### src/rtl/rx_page_ring.sv
module rx_page_ring (
  input  logic        clk,
  input  logic        rst_n,
  input  logic [7:0]  ring_lo,
  input  logic [7:0]  ring_hi,
  input  logic [7:0]  guard_page,
  input  logic        keep_runt,
  input  logic        keep_bad,
  input  logic        rx_valid,
  input  logic [7:0]  rx_byte,
  input  logic        eof_valid,
  input  logic        eof_runt,
  input  logic        eof_crc,
  input  logic        eof_align,
  output logic        mem_we,
  output logic [15:0] mem_addr,
  output logic [7:0]  mem_wdata,
  output logic [7:0]  cur_page,
  output logic        overflow
);
  localparam logic [7:0] HDR_LEN = 8'd4;

  typedef enum logic [1:0] {IDLE, RECV, DROP, HDR} st_t;
  st_t st;

  logic [7:0]  wpage, woff, nxt, stat, hbyte;
  logic [15:0] cnt;
  logic [1:0]  hidx;

  function automatic logic [7:0] step(input logic [7:0] p, input logic [7:0] lo, input logic [7:0] hi);
    return (p + 8'd1 == hi) ? lo : p + 8'd1;
  endfunction

  wire [7:0] adv    = step(wpage, ring_lo, ring_hi);
  wire       reject = (eof_runt & ~keep_runt) | ((eof_crc | eof_align) & ~keep_bad);

  always_comb begin
    case (hidx)
      2'd0:    hbyte = stat;
      2'd1:    hbyte = nxt;
      2'd2:    hbyte = cnt[7:0];
      default: hbyte = cnt[15:8];
    endcase
  end

  always_ff @(posedge clk) begin
    if (!rst_n) begin
      st        <= IDLE;
      cur_page  <= ring_lo;
      mem_we    <= 1'b0;
      mem_addr  <= '0;
      mem_wdata <= '0;
      overflow  <= 1'b0;
      wpage     <= '0;
      woff      <= '0;
      nxt       <= '0;
      stat      <= '0;
      cnt       <= '0;
      hidx      <= '0;
    end else begin
      mem_we   <= 1'b0;
      overflow <= 1'b0;
      case (st)
        IDLE: if (rx_valid) begin
          mem_we    <= 1'b1;
          mem_addr  <= {cur_page, HDR_LEN};
          mem_wdata <= rx_byte;
          wpage     <= cur_page;
          woff      <= HDR_LEN + 8'd1;
          nxt       <= step(cur_page, ring_lo, ring_hi);
          cnt       <= 16'd1;
          st        <= RECV;
        end
        RECV: if (rx_valid) begin
          mem_we    <= 1'b1;
          mem_addr  <= {wpage, woff};
          mem_wdata <= rx_byte;
          cnt       <= cnt + 16'd1;
          if (woff == 8'hFF) begin
            if (adv == guard_page) begin
              overflow <= 1'b1;
              st       <= DROP;
            end else begin
              wpage <= adv;
              woff  <= 8'h00;
              nxt   <= adv;
            end
          end else begin
            woff <= woff + 8'd1;
            nxt  <= adv;
          end
        end else if (eof_valid) begin
          if (reject) st <= IDLE;
          else if (nxt == guard_page) begin
            overflow <= 1'b1;
            st       <= IDLE;
          end else begin
            stat <= {4'b0, eof_runt, eof_align, eof_crc, ~(eof_runt | eof_crc | eof_align)};
            hidx <= 2'd0;
            st   <= HDR;
          end
        end
        DROP: if (eof_valid) st <= IDLE;
        HDR: begin
          mem_we    <= 1'b1;
          mem_addr  <= {cur_page, 6'b0, hidx};
          mem_wdata <= hbyte;
          hidx      <= hidx + 2'd1;
          if (hidx == 2'd3) begin
            cur_page <= nxt;
            st       <= IDLE;
          end
        end
        default: st <= IDLE;
      endcase
    end
  end
endmodule


### config.mk
export PLATFORM = sky130hd
export DESIGN_NAME = rx_page_ring
export DESIGN_NICKNAME = d
export VERILOG_FILES = /design/src/rtl/rx_page_ring.sv
export SDC_FILE = /design/constraint.sdc
export NUM_CORES = 1
export LEC_CHECK = 0
export CAP_MARGIN = 20
export CORE_ASPECT_RATIO = 0.9
export CORE_MARGIN = 2
export CORE_UTILIZATION = 40
export DETAILED_ROUTE_END_ITERATION = 8
export DONT_BUFFER_PORTS = 1
export PLACE_DENSITY_LB_ADDON = 0.2
export SLEW_MARGIN = 10
export SYNTH_ARGS = -nofsm -noshare
export SYNTH_HDL_FRONTEND = slang
export SYNTH_SLANG_ARGS = --single-unit
### constraint.sdc
create_clock -name clk -period 3.5 [get_ports clk]
set_input_delay 0.7 -clock clk [delete_from_list [all_inputs] [get_ports clk]]
set_output_delay 0.7 -clock clk [all_outputs]
set_load 0.01 [all_outputs]
==> Word-level counts from Yosys, hierarchy flattened <==
Cells that the tools add are included.
{ "word_totals": {"reg_bits": 82, "output_inout_bits": 34} }
{ "classes": {"add_sub_neg": 5, "eq_ne": 28, "muxes": 51, "bitwise_logic": 12, "n_reduce_logical": 17} }
{ "op_table": {"columns": ["cell", "n"], "rows": [
  ["$mux 8", 17],
  ["$mux 16", 4],
  ["$pmux 8 s2", 4],
  ["$pmux 16 s3", 1],
  ["$eq 8x8->1", 4],
  ["$pmux 16 s2", 1],
  ["$mux 2", 13],
  ["$add 8x1->8 const B", 3],
  ["$pmux 8 s3", 1],
  ["$ne 2x2->1 const B", 10],
  ["$add 16x1->16 const B", 1],
  ["$reduce_and 5->1", 3],
  ["$ne 3x3->1 const B", 4],
  ["$eq 2x2->1 const B", 4],
  ["$eq 8x8->1 const B", 1],
  ["$pmux 2 s4", 1],
  ["$mux 1", 7],
  ["$ne 2x1->1 const B", 3],
  ["$not 1->1", 6],
  ["$reduce_and 2->1", 3],
  ["$reduce_and 3->1", 2],
  ["$reduce_and 6->1", 1],
  ["$reduce_bool 2->1", 3],
  ["$eq 2x1->1 const B", 2],
  ["9 further kinds", 14]
]} }

==> Longest topological paths before layout <==
{ "depth": {"depth_word": 8, "ltp_mapped": 14, "mapped_depth_nobuf": 11} }

==> Worst setup path after synthesis <==
OpenSTA, ideal clock, no wires.
{ "synth_timing": {"kind": "input to register", "startpoint": "input ring_hi[3]", "endpoint": "register woff[6]", "setup_time_ps": 69, "t_arrival_ps": 2922, "required_time_ps": 3431, "path_slack_ps": 509, "stages": 11, "cell_sequence": "xor2_1 -> a2111oi_4 -> nand3_1 -> nor2_2 -> buf_4 -> a311oi_1 -> and4_4 -> and4_1 -> buf_6 -> or4_1 -> o21ai_1"} }
{ "synth_between": {"elab_chain_cells": 5} }
{ "synth_lines": {"columns": ["item", "line", "text"], "rows": [
  ["from (decl)", "5", "input logic [7:0] ring_hi,"],
  ["$eq 8x8->1", "31", "return (p + 8'd1 == hi) ? lo : p + 8'd1;"],
  ["$mux 8", "31", null],
  ["$eq 8x8->1", "80", "if (adv == guard_page) begin"],
  ["$ne 3x3->1 (no line)", null, null],
  ["$reduce_and 4->1 (no line)", null, null],
  ["to (signal assigned)", "69", "woff <= HDR_LEN + 8'd1;"],
  ["to (signal assigned)", "89", "woff <= woff + 8'd1;"],
  ["to (decl)", "26", "logic [7:0] wpage, woff, nxt, stat, hbyte;"]
]} }
No other way between the ends.
A chain may end at the register's enable or synchronous reset.

==> Worst setup path after layout <==
{ "layout_timing": {"startpoint": "register wpage[2]", "endpoint": "register overflow"} }
{ "layout_between": {"elab_chain_cells": 7} }
{ "layout_lines": {"columns": ["item", "line", "text"], "rows": [
  ["from (decl)", "26", null],
  ["from (signal assigned)", "68", "wpage <= cur_page;"],
  ["from (signal assigned)", "84", "wpage <= adv;"],
  ["$add 8x1->8 (*)", "31", null],
  ["$eq 8x8->1", "31", null],
  ["$mux 8 (*)", "31", null],
  ["$eq 8x8->1 (*)", "80", null],
  ["$mux 1 (*)", "80", null],
  ["$mux 1 (*)", "79", "if (woff == 8'hFF) begin"],
  ["$mux 1 (*)", "74", "RECV: if (rx_valid) begin"],
  ["to (signal assigned)", "62", "overflow <= 1'b0;"],
  ["to (signal assigned)", "81", "overflow <= 1'b1;"],
  ["to (signal assigned)", "95", "overflow <= 1'b1;"],
  ["to (decl)", "19", "output logic overflow"]
]} }
Every way passes the cells marked *; elsewhere a longest branch is shown, timed or not.

==> run_summary.xml <==
<?xml version="1.0" encoding="UTF-8"?>
<metrics>
  <group name="clock_network">
    <metric name="tritoncts_num_sinks" unit="">82</metric>
    <metric name="num_cts_buffers" unit="">9</metric>
    <metric name="clk_pin_slew" unit="ns">0.06</metric>
    <metric name="cts_max_level" unit="">3</metric>
    <metric name="clock_tree_from_tritoncts" unit="">built</metric>
    <metric name="ctsRootBufferMaster" unit="">sky130_fd_sc_hd__clkbuf_16</metric>
    <metric name="clock_path_buffers" unit="">2</metric>
    <metric name="worstSkewPairLatency" unit="ns">0.34</metric>
  </group>
  <group name="timing">
    <metric name="post-route-worst-setup-slack" unit="ns">0.207</metric>
    <metric name="timing.final.crit_period" unit="ns">3.29</metric>
    <metric name="timing.final.setup_violations" unit="">0</metric>
    <metric name="relSlewSlack" unit="%">39.1</metric>
    <metric name="grt_setup_unrepaired" unit="">no</metric>
    <metric name="period_share" unit="%">94.1</metric>
    <metric name="fmax" unit="MHz">304</metric>
    <metric name="final.hold.worst_slack" unit="ns">0.494</metric>
    <metric name="final-max-slew-violation-count" unit="">0</metric>
    <metric name="worst-slew-pin-transition" unit="ns">0.906</metric>
    <metric name="hold_viol" unit="">0</metric>
    <metric name="worst_clock_skew" unit="ns">0.00400</metric>
    <metric name="totalNegativeSetupSlack" unit="ns">0</metric>
  </group>
  <group name="pwr">
    <metric name="peak_supply_drop" unit="uV">242</metric>
    <metric name="power_leakage" unit="uW">0.00208</metric>
    <metric name="p_total" unit="uW">2430</metric>
    <metric name="power_per_cell_area" unit="nW/um^2">424</metric>
  </group>
  <group name="setup_path">
    <metric name="worstPathRequired" unit="ns">3.72</metric>
    <metric name="r2r_slack" unit="ns">0.21</metric>
    <metric name="startpoint" unit="">wpage[2]</metric>
    <metric name="cp_slowest_stage_delay" unit="ns">0.57</metric>
    <metric name="worst_path_most_repeated_cell" unit="">sky130_fd_sc_hd__and3_4</metric>
    <metric name="reg_to_reg_start" unit="">wpage[2]</metric>
    <metric name="cp-end-kind" unit="">register</metric>
    <metric name="cp_slowest_cell" unit="">sky130_fd_sc_hd__dfxtp_1</metric>
    <metric name="path_class" unit="">register to register</metric>
    <metric name="worst-path-max-fanout" unit="">10</metric>
    <metric name="worst_reg2reg_endpoint" unit="">overflow</metric>
    <metric name="timing.critical_path.from_type" unit="">register</metric>
    <metric name="rr_worst_depth" unit="">10</metric>
    <metric name="crit_path_end" unit="">overflow</metric>
    <metric name="critical_path.cell_chain" unit="">and3_4, nand3_2, a31oi_1, nand4_2, nor2_4, a311o_1, a21boi_1, and3_4, nand3_1, a211oi_1</metric>
    <metric name="worst-endpoint-arrival" unit="ns">3.51</metric>
  </group>
  <group name="die">
    <metric name="floorplan.initialDensity" unit="%">41.0</metric>
    <metric name="coreArea" unit="sq um">12700</metric>
    <metric name="die-area" unit="sq um">13900</metric>
    <metric name="fp.dieH" unit="um">112</metric>
    <metric name="die_w" unit="um">124</metric>
    <metric name="site_row_count" unit="">39</metric>
    <metric name="io_pins" unit="">75</metric>
  </group>
  <group name="cells_and_area">
    <metric name="design.final.nets" unit="">699</metric>
    <metric name="finish.instance_area" unit="sq um">5720</metric>
    <metric name="antenna-diode-count" unit="">0</metric>
    <metric name="area_growth_syn_to_layout" unit="%">9.90</metric>
    <metric name="drive_above_1_share" unit="%">8.24</metric>
    <metric name="layout.filler_cells" unit="">1261</metric>
  </group>
  <group name="place">
    <metric name="gp_routability_congestion" unit="">0.916</metric>
    <metric name="hpwl_dp" unit="mm">11.6</metric>
    <metric name="post-place-ws" unit="ns">0.130</metric>
    <metric name="port_buffers" unit="">0</metric>
    <metric name="placedInstanceArea" unit="sq um">5320</metric>
  </group>
  <group name="detailed_routing">
    <metric name="antenna_violating_nets_post_route" unit="">0</metric>
    <metric name="postRouteWirelength" unit="mm">15.7</metric>
    <metric name="dr.first_iter.drc_count" unit="">457</metric>
    <metric name="wire_per_inst" unit="um">19.1</metric>
    <metric name="post-route-drc-count" unit="">0</metric>
    <metric name="routed-via-count" unit="">4886</metric>
    <metric name="routed_via_density" unit="">5.97</metric>
    <metric name="dr.pass1.iters" unit="">5</metric>
  </group>
  <group name="grt">
    <metric name="grt_use_total" unit="%">22.2</metric>
    <metric name="grt_pass1_wl" unit="mm">24.9</metric>
    <metric name="maximum_number_of_pins_on_one_net_before_global_route_repair" unit="">67</metric>
    <metric name="vias_in_the_first_global_route" unit="">4438</metric>
    <metric name="grt_antenna_before_repair" unit="">0</metric>
    <metric name="grt.overflow.total" unit="">0</metric>
  </group>
  <group name="yosys">
    <metric name="netlist_top_cells_count" unit="">97 x sky130_fd_sc_hd__nand2_1, 74 x sky130_fd_sc_hd__dfxtp_1, 63 x sky130_fd_sc_hd__nor2_1</metric>
    <metric name="synthDominantAreaCellType" unit="">sky130_fd_sc_hd__dfxtp_1</metric>
    <metric name="yosysTopAreaCellShare" unit="%">28.4</metric>
    <metric name="synth.net_count" unit="">717</metric>
    <metric name="ys_seq_area_share" unit="%">33.1</metric>
    <metric name="yosys.cell_count.top_type" unit="">sky130_fd_sc_hd__nand2_1</metric>
    <metric name="synthesized_area_per_cell" unit="sq um">7.80</metric>
    <metric name="syn_inst" unit="">668</metric>
    <metric name="synth-seq-cells" unit="">82</metric>
    <metric name="ys.flop_type" unit="">sky130_fd_sc_hd__dfxtp_1</metric>
    <metric name="netlist_area" unit="sq um">5210</metric>
    <metric name="synth-edff-count" unit="">8</metric>
    <metric name="async_reset_ff_share" unit="%">0</metric>
    <metric name="synth_area_leaders" unit="">sky130_fd_sc_hd__dfxtp_1 28%, sky130_fd_sc_hd__nand2_1 7.0%, sky130_fd_sc_hd__o21ai_0 5.3%</metric>
    <metric name="ys_warn_count" unit="">0</metric>
    <metric name="synth_cell_types" unit="">66</metric>
  </group>
  <group name="run">
    <metric name="max_cap_viol_count" unit="">0</metric>
  </group>
  <group name="status">
    <metric name="status" unit="">completed</metric>
  </group>
  <group name="worst_hold_path">
    <metric name="min-delay-path-class" unit="">primary input to register</metric>
  </group>
</metrics>
[critical path: cells and delay by family (launching register included)]
| kind | cells | cell delay [ns] |
|---|---|---|
| and+or+nand+nor | 6 | 1.46 |
| AOI/OAI and AO/OA | 4 | 1.12 |
| DFF | 1 | 0.57 |
[flip-flops by register name, summed over array words and instances (netlist names)]
name,flops
cnt,16
cur_page,8
woff,8
mem_wdata,8
mem_we,1
hidx,2
overflow,1
stat,4
st,2
mem_addr,16
wpage,8
nxt,8
[stage by stage]
stage / std cells / util (%)
3_5_place_dp: 801 / 42.0
3_3_place_gp: 801 / 42.0
2_1_floorplan: 668 / -
6_report: 819 / 45.1
4_1_cts: 817 / 44.7
5_1_grt: 819 / 45.1
[cell type report]
| cell class | instances | area, sq um | area share (%) |
|---|---|---|---|
| inverter | 22 | 82.6 | 1.44 |
| clock buffer | 12 | 289 | 5.05 |
| clock inverter | 4 | 53.8 | 0.940 |
| multi-input combinational | 517 | 3200 | 56.0 |
| tap | 164 | 205 | 3.59 |
| sequential | 82 | 1720 | 30.1 |
| timing repair buffer | 18 | 168 | 2.93 |
[cells in the final DEF (no fill, tap or decap), drive strengths merged, types with 3 or more instances in the layout]
cell,synthesis,routed
nor2,65,65
ha,8,8
mux2i,23,23
xor2,19,19
a21o,3,3
a311o,3,3
nor2b,13,13
a2bb2oi,3,3
a311oi,12,12
o21ai,56,56
edfxtp,8,8
nand2,97,97
and3,12,12
a21oi,24,24
buf,13,18
o22ai,3,3
or2,3,3
nand3,33,33
a222oi,4,4
xnor2,17,17
and2,9,9
nand2b,8,8
inv,21,21
o31ai,5,5
clkbuf,34,12
nand4,7,7
o211ai,13,13
a31oi,11,11
or3,4,4
nor3,3,3
and4,5,5
dfxtp,74,74
a211oi,12,12
nor4,7,7
a22oi,15,15
[logic make-up after synthesis]
logic type               after synthesis  synth area share (%)
AO/OA/AOI/OAI                        179                  23.5
XOR/XNOR                              37                  6.49
adder cells (fa/ha/maj)                8                  1.92
buffers and inverters                 69                  5.62
flip-flops                            82                  33.1
multiplexers                          23                  4.42
AND/OR/NAND/NOR                      270                  25.0
[power breakdown]
group          internal, uW  switching [uW]  total [uW]
registers               991            62.8        1050
logic                   134             190         323
clock network           660             390        1050
[timing repair]
item	CTS	global route
hold buffers	0	0
setup buffers	0	1
gates resized for setup	0	4
setup endpoints to repair	0	24
[metal layers]
metal  up-vias  track usage [%]  share of wire [%]
li1       2366                -                  -
met3        17             4.77                6.6
met5         -                0                  0
met2       162             33.4                 44
met1      2341             32.1                 48
met4         0             6.74                1.7
[worst min-delay path by stage]
stage	start	to	slack (ns)	cells after the start
after floorplan	cnt[14]	cnt[14]	0.46	2
after global placement	cnt[14]	cnt[14]	0.47	2
after detailed placement	cnt[1]	cnt[1]	0.49	2
after CTS	rst_n	mem_wdata[6]	0.48	1
after global routing	rst_n	woff[2]	0.49	1
final	rst_n	mem_addr[2]	0.49	2
(Power assumes the default switching activity.)
